[src/rtl/pio_pkg.sv]
package pio_pkg;
   localparam int unsigned SLOT_W   = 3;
   localparam int unsigned N_PORTS  = 3;

   typedef enum logic [SLOT_W-1:0] {
      SL_DAT_A = 3'd0,
      SL_DAT_B = 3'd1,
      SL_DAT_C = 3'd2,
      SL_DIR_A = 3'd3,
      SL_DIR_B = 3'd4,
      SL_DIR_C = 3'd5,
      SL_CTL_0 = 3'd6,
      SL_CTL_1 = 3'd7
   } slot_e;

   localparam int unsigned DIR_SLOT_BASE = 3;
   localparam int unsigned CTL_SLOT_BASE = 6;
endpackage

[src/rtl/pio_decode.sv]
module pio_decode #(
   parameter int unsigned ADDR_W  = 16,
   parameter logic [15:0] BASE_HI = 16'hFEF0,
   parameter logic [15:0] BASE_LO = 16'hFEC0
) (
   input  logic [ADDR_W-1:0]           addr,
   input  logic                        dev_sel,
   output logic                        hit,
   output logic [pio_pkg::SLOT_W-1:0]  slot
);
   localparam int unsigned SW = pio_pkg::SLOT_W;

   logic [ADDR_W-1:0] base;

   always_comb begin
      base = dev_sel ? BASE_HI[ADDR_W-1:0] : BASE_LO[ADDR_W-1:0];
      hit  = (addr[ADDR_W-1:SW] == base[ADDR_W-1:SW]);
      slot = addr[SW-1:0];
   end
endmodule

[src/rtl/pio_port.sv]
module pio_port #(
   parameter int unsigned DW   = 8,
   parameter logic [7:0]  MASK = 8'hFF
) (
   input  logic          clk,
   input  logic          rst_n,
   input  logic          we_dat,
   input  logic          we_dir,
   input  logic [DW-1:0] wdata,
   input  logic [DW-1:0] pin,
   output logic [DW-1:0] latch,
   output logic [DW-1:0] dir,
   output logic [DW-1:0] rd_dat
);
   for (genvar b = 0; b < DW; b++) begin : g_bit
      if (MASK[b]) begin : g_live
         logic l_q, d_q;
         always_ff @(posedge clk) begin
            if (!rst_n) begin
               l_q <= 1'b0;
               d_q <= 1'b0;
            end else begin
               if (we_dat) l_q <= wdata[b];
               if (we_dir) d_q <= wdata[b];
            end
         end
         assign latch[b]  = l_q;
         assign dir[b]    = d_q;
         assign rd_dat[b] = d_q ? l_q : pin[b];
      end else begin : g_tie
         assign latch[b]  = 1'b0;
         assign dir[b]    = 1'b0;
         assign rd_dat[b] = 1'b0;
      end
   end
endmodule

[src/rtl/pio_ctrl.sv]
module pio_ctrl #(
   parameter int unsigned DW   = 8,
   parameter bit          STUB = 1'b0
) (
   input  logic          clk,
   input  logic          rst_n,
   input  logic [1:0]    we,
   input  logic [DW-1:0] wdata,
   output logic [DW-1:0] ctl0,
   output logic [DW-1:0] ctl1
);
   if (STUB) begin : g_stub
      assign ctl0 = '0;
      assign ctl1 = '0;
   end else begin : g_regs
      logic [DW-1:0] r0, r1;
      always_ff @(posedge clk) begin
         if (!rst_n) begin
            r0 <= '0;
            r1 <= '0;
         end else begin
            if (we[0]) r0 <= wdata;
            if (we[1]) r1 <= wdata;
         end
      end
      assign ctl0 = r0;
      assign ctl1 = r1;
   end
endmodule

[src/rtl/tri_port_pio.sv]
module tri_port_pio #(
   parameter int unsigned ADDR_W    = 16,
   parameter int unsigned DW        = 8,
   parameter logic [15:0] BASE_HI   = 16'hFEF0,
   parameter logic [15:0] BASE_LO   = 16'hFEC0,
   parameter logic [7:0]  MASK_A    = 8'hFF,
   parameter logic [7:0]  MASK_B    = 8'h03,
   parameter logic [7:0]  MASK_C    = 8'hC0,
   parameter bit          CTL_STUB  = 1'b0
) (
   input  logic              clk,
   input  logic              rst_n,
   input  logic [ADDR_W-1:0] addr,
   input  logic [DW-1:0]     wdata,
   input  logic              wr_en,
   input  logic              rd_en,
   input  logic              dev_sel,
   output logic [DW-1:0]     rdata,
   input  logic [DW-1:0]     pin_a,
   input  logic [DW-1:0]     pin_b,
   input  logic [DW-1:0]     pin_c,
   output logic [DW-1:0]     out_a,
   output logic [DW-1:0]     out_b,
   output logic [DW-1:0]     out_c,
   output logic [DW-1:0]     oe_a,
   output logic [DW-1:0]     oe_b,
   output logic [DW-1:0]     oe_c
);
   import pio_pkg::*;

   localparam int unsigned NP = N_PORTS;

   if (DW != 8) begin : g_bad_dw
      $error("tri_port_pio: DW must be 8");
   end
   if (ADDR_W < 4 || ADDR_W > 16) begin : g_bad_aw
      $error("tri_port_pio: ADDR_W out of range");
   end
   if (BASE_HI[2:0] != 3'd0 || BASE_LO[2:0] != 3'd0) begin : g_bad_base
      $error("tri_port_pio: bases must be 8-byte aligned");
   end
   if (BASE_HI[ADDR_W-1:3] == BASE_LO[ADDR_W-1:3]) begin : g_same_base
      $error("tri_port_pio: the two bases must differ");
   end

   logic                 hit;
   logic [SLOT_W-1:0]    slot;
   logic                 we;
   logic [NP-1:0][DW-1:0] pin_v, latch_v, dir_v, rd_v;
   logic [DW-1:0]        ctl0, ctl1;
   logic [DW-1:0]        mux;

   pio_decode #(
      .ADDR_W (ADDR_W),
      .BASE_HI(BASE_HI),
      .BASE_LO(BASE_LO)
   ) u_dec (
      .addr   (addr),
      .dev_sel(dev_sel),
      .hit    (hit),
      .slot   (slot)
   );

   assign we    = wr_en && hit;
   assign pin_v = {pin_c, pin_b, pin_a};

   for (genvar p = 0; p < NP; p++) begin : g_port
      localparam logic [7:0] PMASK = (p == 0) ? MASK_A : (p == 1) ? MASK_B : MASK_C;
      logic we_d, we_r;
      assign we_d = we && (slot == SLOT_W'(p));
      assign we_r = we && (slot == SLOT_W'(p + DIR_SLOT_BASE));
      pio_port #(
         .DW  (DW),
         .MASK(PMASK)
      ) u_port (
         .clk   (clk),
         .rst_n (rst_n),
         .we_dat(we_d),
         .we_dir(we_r),
         .wdata (wdata),
         .pin   (pin_v[p]),
         .latch (latch_v[p]),
         .dir   (dir_v[p]),
         .rd_dat(rd_v[p])
      );
   end

   pio_ctrl #(
      .DW  (DW),
      .STUB(CTL_STUB)
   ) u_ctl (
      .clk  (clk),
      .rst_n(rst_n),
      .we   ({we && (slot == SL_CTL_1), we && (slot == SL_CTL_0)}),
      .wdata(wdata),
      .ctl0 (ctl0),
      .ctl1 (ctl1)
   );

   always_comb begin
      unique case (slot_e'(slot))
         SL_DAT_A: mux = rd_v[0];
         SL_DAT_B: mux = rd_v[1];
         SL_DAT_C: mux = rd_v[2];
         SL_DIR_A: mux = dir_v[0];
         SL_DIR_B: mux = dir_v[1];
         SL_DIR_C: mux = dir_v[2];
         SL_CTL_0: mux = ctl0;
         SL_CTL_1: mux = ctl1;
         default:  mux = '0;
      endcase
   end

   assign rdata = (rd_en && hit) ? mux : '0;

   assign out_a = latch_v[0];
   assign out_b = latch_v[1];
   assign out_c = latch_v[2];
   assign oe_a  = dir_v[0];
   assign oe_b  = dir_v[1];
   assign oe_c  = dir_v[2];
endmodule

[config.mk]
export PLATFORM = sky130hd
export DESIGN_NAME = tri_port_pio
export DESIGN_NICKNAME = d
export VERILOG_FILES = /design/src/rtl/pio_pkg.sv /design/src/rtl/pio_decode.sv /design/src/rtl/pio_port.sv /design/src/rtl/pio_ctrl.sv /design/src/rtl/tri_port_pio.sv
export SDC_FILE = /design/constraint.sdc
export NUM_CORES = 1
export LEC_CHECK = 0
export BUFFER_PORTS_ARGS = -buffer_cell sky130_fd_sc_hd__buf_2
export CAP_MARGIN = 40
export CORE_MARGIN = 10
export CORE_UTILIZATION = 48
export CTS_CLUSTER_DIAMETER = 100
export DETAILED_ROUTE_END_ITERATION = 16
export GPL_TIMING_DRIVEN = 0
export PLACE_DENSITY = 0.81
export SLEW_MARGIN = 0
export SYNTH_ARGS = -nofsm -noshare
export SYNTH_HDL_FRONTEND = slang
export SYNTH_SLANG_ARGS = --single-unit
[constraint.sdc]
create_clock -name clk -period 1.65 [get_ports clk]
set_input_delay 0 -clock clk [delete_from_list [all_inputs] [get_ports clk]]
set_output_delay 0 -clock clk [all_outputs]
set_load 0.005 [all_outputs]
# ---- Word-level counts from Yosys, hierarchy flattened
# Index checks and enable logic that the tools add are counted.
dict set report word_totals {
  regBits 40
  output_inout_bits 56
  wordCells 60
}
dict set report classes {
  eq_ne 8
  muxes 15
  n_reduce_logical 11
}
# operator n
set op_table {}
lappend op_table {{case mux 8 bit (8 select lines)} 1}
lappend op_table {{== test 13 bit} 1}
lappend op_table {{== test 3 bit, second input constant} 4}
lappend op_table {{two-way mux 1 bit} 12}
lappend op_table {{logical AND 1 bit} 10}
lappend op_table {{two-way mux 8 bit} 1}
lappend op_table {{== test 3 x 2 -> 1 bit, second input constant} 2}
lappend op_table {{two-way mux 6 bit} 1}
lappend op_table {{== test 3 x 1 -> 1 bit, second input constant} 1}
lappend op_table {{zero test 3 bit} 1}

# ---- Depth between registers and ports, before layout
dict set report logic_depth {
  ltp_word 4
  depth_mapped 6
  mapped_depth_nobuf 4
}

# ---- Modules after synthesis
# From an unflattened synthesis, not the netlist that was laid out.
dict set report unflattened {
  hier_cells 305
  area_unflattened_um2 2965.3
}
# mod n_inst cells_each area_each_um2 seq_area_each_um2
set modules_own_cells {}
lappend modules_own_cells {{pio_port at g_port[0].u_port} 1 75 818.3 320.3}
lappend modules_own_cells {tri_port_pio 1 96 794.5 0.0}
lappend modules_own_cells {{pio_port at g_port[1].u_port ...} 2 37 336.6 80.1}
lappend modules_own_cells {pio_ctrl 1 51 608.1 320.3}
lappend modules_own_cells {pio_decode 1 9 71.3 0.0}

# ---- Worst setup path after synthesis
# Ideal clock, no wire load.
dict set report synth_path {
  path_type {input-to-reg}
  startpoint {input port addr[4]}
  endpoint {register u_ctl.g_regs.r1[0] (netlist: u_ctl.ctl1[0])}
  arrival_time_ps 1167
  t_required_ps 1527
  slack_ps 360
  cell_stages 4
  n_path_buf 0
  path_cell_list {or3_4 a21oi_4 nand4_4 mux2i_1}
}
dict set report synth_via {
  elab_chain_cells 3
}
# element line
set synth_lines {}
lappend synth_lines {{from (decl)} tri_port_pio.sv:13} ;# input logic [ADDR_W-1:0] addr,
lappend synth_lines {{== test 13 bit} pio_decode.sv:17} ;# hit = (addr[ADDR_W-1:SW] == base[ADDR_W-1:SW]);
lappend synth_lines {{logical AND 1 bit} tri_port_pio.sv:64} ;# assign we = wr_en && hit;
lappend synth_lines {{logical AND 1 bit} tri_port_pio.sv:94} ;# .we ({we && (slot == SL_CTL_1), we && (slot == SL_CTL_0)}),
lappend synth_lines {{to (signal assigned)} pio_ctrl.sv:23} ;# if (we[1]) r1 <= wdata;
lappend synth_lines {{to (decl)} pio_ctrl.sv:16} ;# logic [DW-1:0] r0, r1;
# No other way between the ends.
# A chain may end at the register's enable or synchronous reset.

# ---- Worst setup path in the final report
dict set report layout_path {
  startpoint {register u_ctl.g_regs.r1[7] (netlist: u_ctl.ctl1[7])}
  endpoint {output port rdata[7]}
}
dict set report layout_via {
  elab_chain_cells 2
}
# element line
set layout_lines {}
lappend layout_lines {{case mux 8 bit (8 select lines)} tri_port_pio.sv:101} ;# unique case (slot_e'(slot))
lappend layout_lines {{two-way mux 8 bit} tri_port_pio.sv:114} ;# assign rdata = (rd_en && hit) ? mux : '0;
lappend layout_lines {{to (decl)} tri_port_pio.sv:18} ;# output logic [DW-1:0] rdata,
# No other way between the ends.

==> insert_results.sql <==
INSERT INTO impl_metrics (metric_group, metric, value, unit) VALUES
('outcome', 'outcome', 'finished clean', ''),
('route', 'drtIter0Drc', '150', ''),
('layout', 'syn2layout_area_growth', '24.70', '%'),
('global_route', 'antenna_found_initial', '0', ''),
('timing', 'final.setup.tns', '0', 'ns'),
('floorplanning', 'die-area', '8435', 'sq um'),
('clock_network', 'cts_root_buffer', 'clkbuf_8', ''),
('route', 'detail-route-antenna-nets', '0', ''),
('floorplanning', 'io_pins', '109', ''),
('placement', 'place_hpwl', '5.172', 'mm'),
('timing', 'grt_setup_unrepaired', 'false', ''),
('layout', 'layout_common_cells', 'buf_2 (72), nand2_1 (49), buf_4 (49), mux2i_1 (44), dfxtp_1 (39)', ''),
('timing', 'report.final.slew_viol_count', '0', ''),
('layout', 'most_common_cell_after_layout_fill_and_taps_aside', 'buf_2', ''),
('placement', 'dpl_worst_slack', '0.04756', 'ns'),
('floorplanning', 'rows', '26', ''),
('layout', 'antenna-diode-count', '0', ''),
('worst_setup_path', 'critical_path.top_delay_family', 'compound AO/OA/AOI/OAI gates', ''),
('layout', 'area.sequential', '802.0', 'sq um'),
('timing', 'final_hold_viol_count', '0', ''),
('global_route', 'via_count_of_the_first_global_routing_pass', '2304', ''),
('floorplanning', 'fp.dieH', '91.84', 'um'),
('clock_network', 'post_cts_hold_buffer_count', '0', ''),
('job', 'cap_viol_max_count', '0', ''),
('clock_network', 'clock_latency_on_the_worst_skew_pair', '0.29', 'ns'),
('layout', 'final_layout_size_suffix_gt1_frac', '0.4142', ''),
('placement', 'io_buffer_count', '69', ''),
('clock_network', 'cts_buffers', '5', ''),
('timing', 'finalWorstSetupSlack', '0.02053', 'ns'),
('global_route', 'grt_start_max_net_pins', '12', ''),
('layout', 'multi_input_comb_area', '1349', 'sq um'),
('timing', 'max-slew-margin-rel', '0.6120', ''),
('logic_synthesis', 'synth_area', '2477', 'sq um'),
('layout', 'fin_util', '0.6127', ''),
('route', 'vias', '2160', ''),
('route', 'routed_via_density', '4.943', ''),
('floorplanning', 'effective_utilization_at_floorplan', '0.4913', ''),
('route', 'drt-wirelength-per-cell', '15.70', 'um'),
('floorplanning', 'floorplan.core_area', '5042', 'sq um'),
('timing', 'clock.fmax', '613.7', 'MHz'),
('logic_synthesis', 'ys_types', '33', ''),
('layout', 'final-instance-count-excl-fill', '437', ''),
('layout', 'num-nets-final', '420', ''),
('floorplanning', 'die_width', '91.84', 'um'),
('worst_setup_path', 'highest_fanout_seen_on_the_critical_path', '2', ''),
('clock_network', 'postCtsSetupBuffers', '0', ''),
('worst_setup_path', 'max_stage_delay', '0.33', 'ns'),
('logic_synthesis', 'synth-warning-count', '0', ''),
('clock_network', 'clock_sinks', '40', ''),
('worst_setup_path', 'cp-end-kind', 'primary output', ''),
('worst_setup_path', 'startpoint_type', 'flip-flop', ''),
('hold_path', 'holdCritPathClass', 'primary input to flip-flop', ''),
('timing', 'timing.final.crit_share', '0.9876', ''),
('logic_synthesis', 'synth_seq_area_share', '0.3232', ''),
('clock_network', 'clk_path_buf_depth', '2', ''),
('timing', 'clock-skew-final', '0', 'ns'),
('route', 'routed_wirelength', '6.859', 'mm'),
('placement', 'placed_cells_incl_taps', '430', ''),
('clock_network', 'cts_tree', 'built', ''),
('timing', 'report.final.setup_viol', '0', ''),
('power', 'p_total', '1829', 'uW'),
('logic_synthesis', 'synthesis.area_per_instance', '9.279', 'sq um'),
('route', 'first_pass_detailed_route_iteration_total', '5', ''),
('timing', 'worstMarginPinSlew', '0.5821', 'ns'),
('worst_setup_path', 'arrival', '1.63', 'ns'),
('worst_setup_path', 'worst-path-buf-inv', '1', ''),
('placement', 'final_weighted_congestion_in_routability_driven_placement', '0.8267', ''),
('logic_synthesis', 'synth_seq_cells', '40', ''),
('logic_synthesis', 'postSynthCellCount', '267', ''),
('global_route', 'grt_first_pass_wirelength', '11.10', 'mm'),
('worst_setup_path', 'critPathKind', 'flip-flop to primary output', ''),
('layout', 'number_of_fill_cells', '450', ''),
('worst_setup_path', 'slowest_stage', 'a222oi_1', ''),
('power', 'worst_ir_drop_vdd', '0.5864', 'mV'),
('global_route', 'grt_usage', '0.1576', ''),
('clock_network', 'htree_num_levels', '2', ''),
('timing', 'period_minus_slack', '1.629', 'ns'),
('clock_network', 'worst_setup_hold_path_clk_slew', '0.08', 'ns'),
('global_route', 'grt_remaining_overflow', '0', ''),
('power', 'p_leak', '0.001706', 'uW'),
('route', 'remaining_drc_errors', '0', ''),
('power', 'powerDensity', '592.1', 'nW/um^2'),
('worst_setup_path', 'worstPathRequired', '1.65', 'ns'),
('worst_setup_path', 'crit_chain', 'mux2_2, a22o_1, a222oi_1, a211oi_1, buf_2', '');
==> repair_timing <==
| action | 4_1_cts | 5_1_grt |
|---|---|---|
| pin swaps | 0 | 1 |
| endpoints found under the hold margin | 0 | 0 |
| resized for setup | 1 | 1 |
| setup endpoints to repair | 1 | 2 |
==> registers in the layout, indices dropped and copies added, names as in the netlist <==
register,flops
g_port.u_port.g_bit.g_live.d_q,12
g_port.u_port.g_bit.g_live.l_q,12
u_ctl.ctl0,8
u_ctl.ctl1,8
==> cell usage after synthesis, drive strengths merged <==
cell | number | area (sq um)
nand3b | 1 | 7.510
inv | 3 | 11.26
nor2 | 7 | 33.78
a221o | 1 | 10.01
mux2 | 12 | 135.1
or3 | 1 | 11.26
a221oi | 2 | 17.52
nand2b | 1 | 6.260
nand3 | 4 | 32.53
a31o | 1 | 8.760
o21ai | 2 | 10.01
nand4 | 9 | 116.4
nor2b | 3 | 18.77
a222oi | 1 | 10.01
nand2 | 49 | 183.9
nor3 | 1 | 10.01
dfxtp | 40 | 800.8
a211oi | 3 | 22.52
and2 | 2 | 12.51
a2111oi | 1 | 15.01
nand4bb | 1 | 11.26
clkbuf | 9 | 33.78
buf | 51 | 375.4
mux2i | 44 | 440.4
a21oi | 4 | 31.28
a22oi | 5 | 37.54
a22o | 8 | 70.07
conb | 1 | 3.750
==> tightest hold or removal path, cell delays in order <==
cell	delay, ns
buf_2	0.08
nand2_1	0.09
mux2i_1	0.13
==> per-stage QoR <==
| step | hold WS, ns | instance area (sq um) |
|---|---|---|
| 3_5_place_dp | 0.3426 | 3004 |
| 2_1_floorplan | 0.1130 | 2564 |
| 5_1_grt | 0.06687 | 3089 |
| 6_report | 0.03516 | 3089 |
| 3_3_place_gp | 0.3319 | 2997 |
| 4_1_cts | 0.03697 | 3088 |
==> per-layer routing <==
metal,routed length [um],global-route usage,part of all wire
met1,2713,0.1722,0.40
met2,3370,0.2776,0.49
met3,658,0.05949,0.096
met4,116,0.04499,0.017
met5,0,0,0
==> kinds of logic (layout without fill, tap and decap cells) <==
kind of cell / count (synthesis) / in the layout / share of synthesized area
and+or+nand+nor: 79 / 79 / 0.1793
buffers and inverters: 63 / 140 / 0.1697
muxes: 56 / 56 / 0.2323
DFF: 40 / 40 / 0.3232
AOI/OAI and AO/OA: 28 / 28 / 0.09394
other: 1 / 24 / 0.001514
==> power by group <==
part / total [uW] / switching [uW] / internal, uW / leakage (uW)
Combinational: 241 / 135 / 106 / 0.00134
Sequential: 964 / 0.00595 / 964 / 0.000322
Clock: 623 / 336 / 288 / 0.0000410
==> path summary, 6_finish.rpt <==
| kind | from | end | slack, ns | cells after the start |
|---|---|---|---|---|
| setup / recovery | u_ctl.ctl1[7] | rdata[7] | 0.02 | 5 |
| setup reg to reg | g_port[0].u_port.g_bit[7].g_live.d_q | g_port[0].u_port.g_bit[7].g_live.d_q | 0.95 | 2 |
| hold / removal | wdata[3] | u_ctl.ctl0[3] | 0.04 | 3 |
| hold reg to reg | u_ctl.ctl0[5] | u_ctl.ctl0[5] | 0.47 | 2 |
==> layout make-up <==
type	count	share of cell area
flip-flops and latches	40	0.2596
clock inverters	1	0.001620
multi-input cells	187	0.4366
repair buffers	70	0.1142
plain buffers	60	0.1324
inverters	3	0.003645
well taps	70	0.02835
clock buffers	6	0.02349
Power figures use the tool's default switching activity.
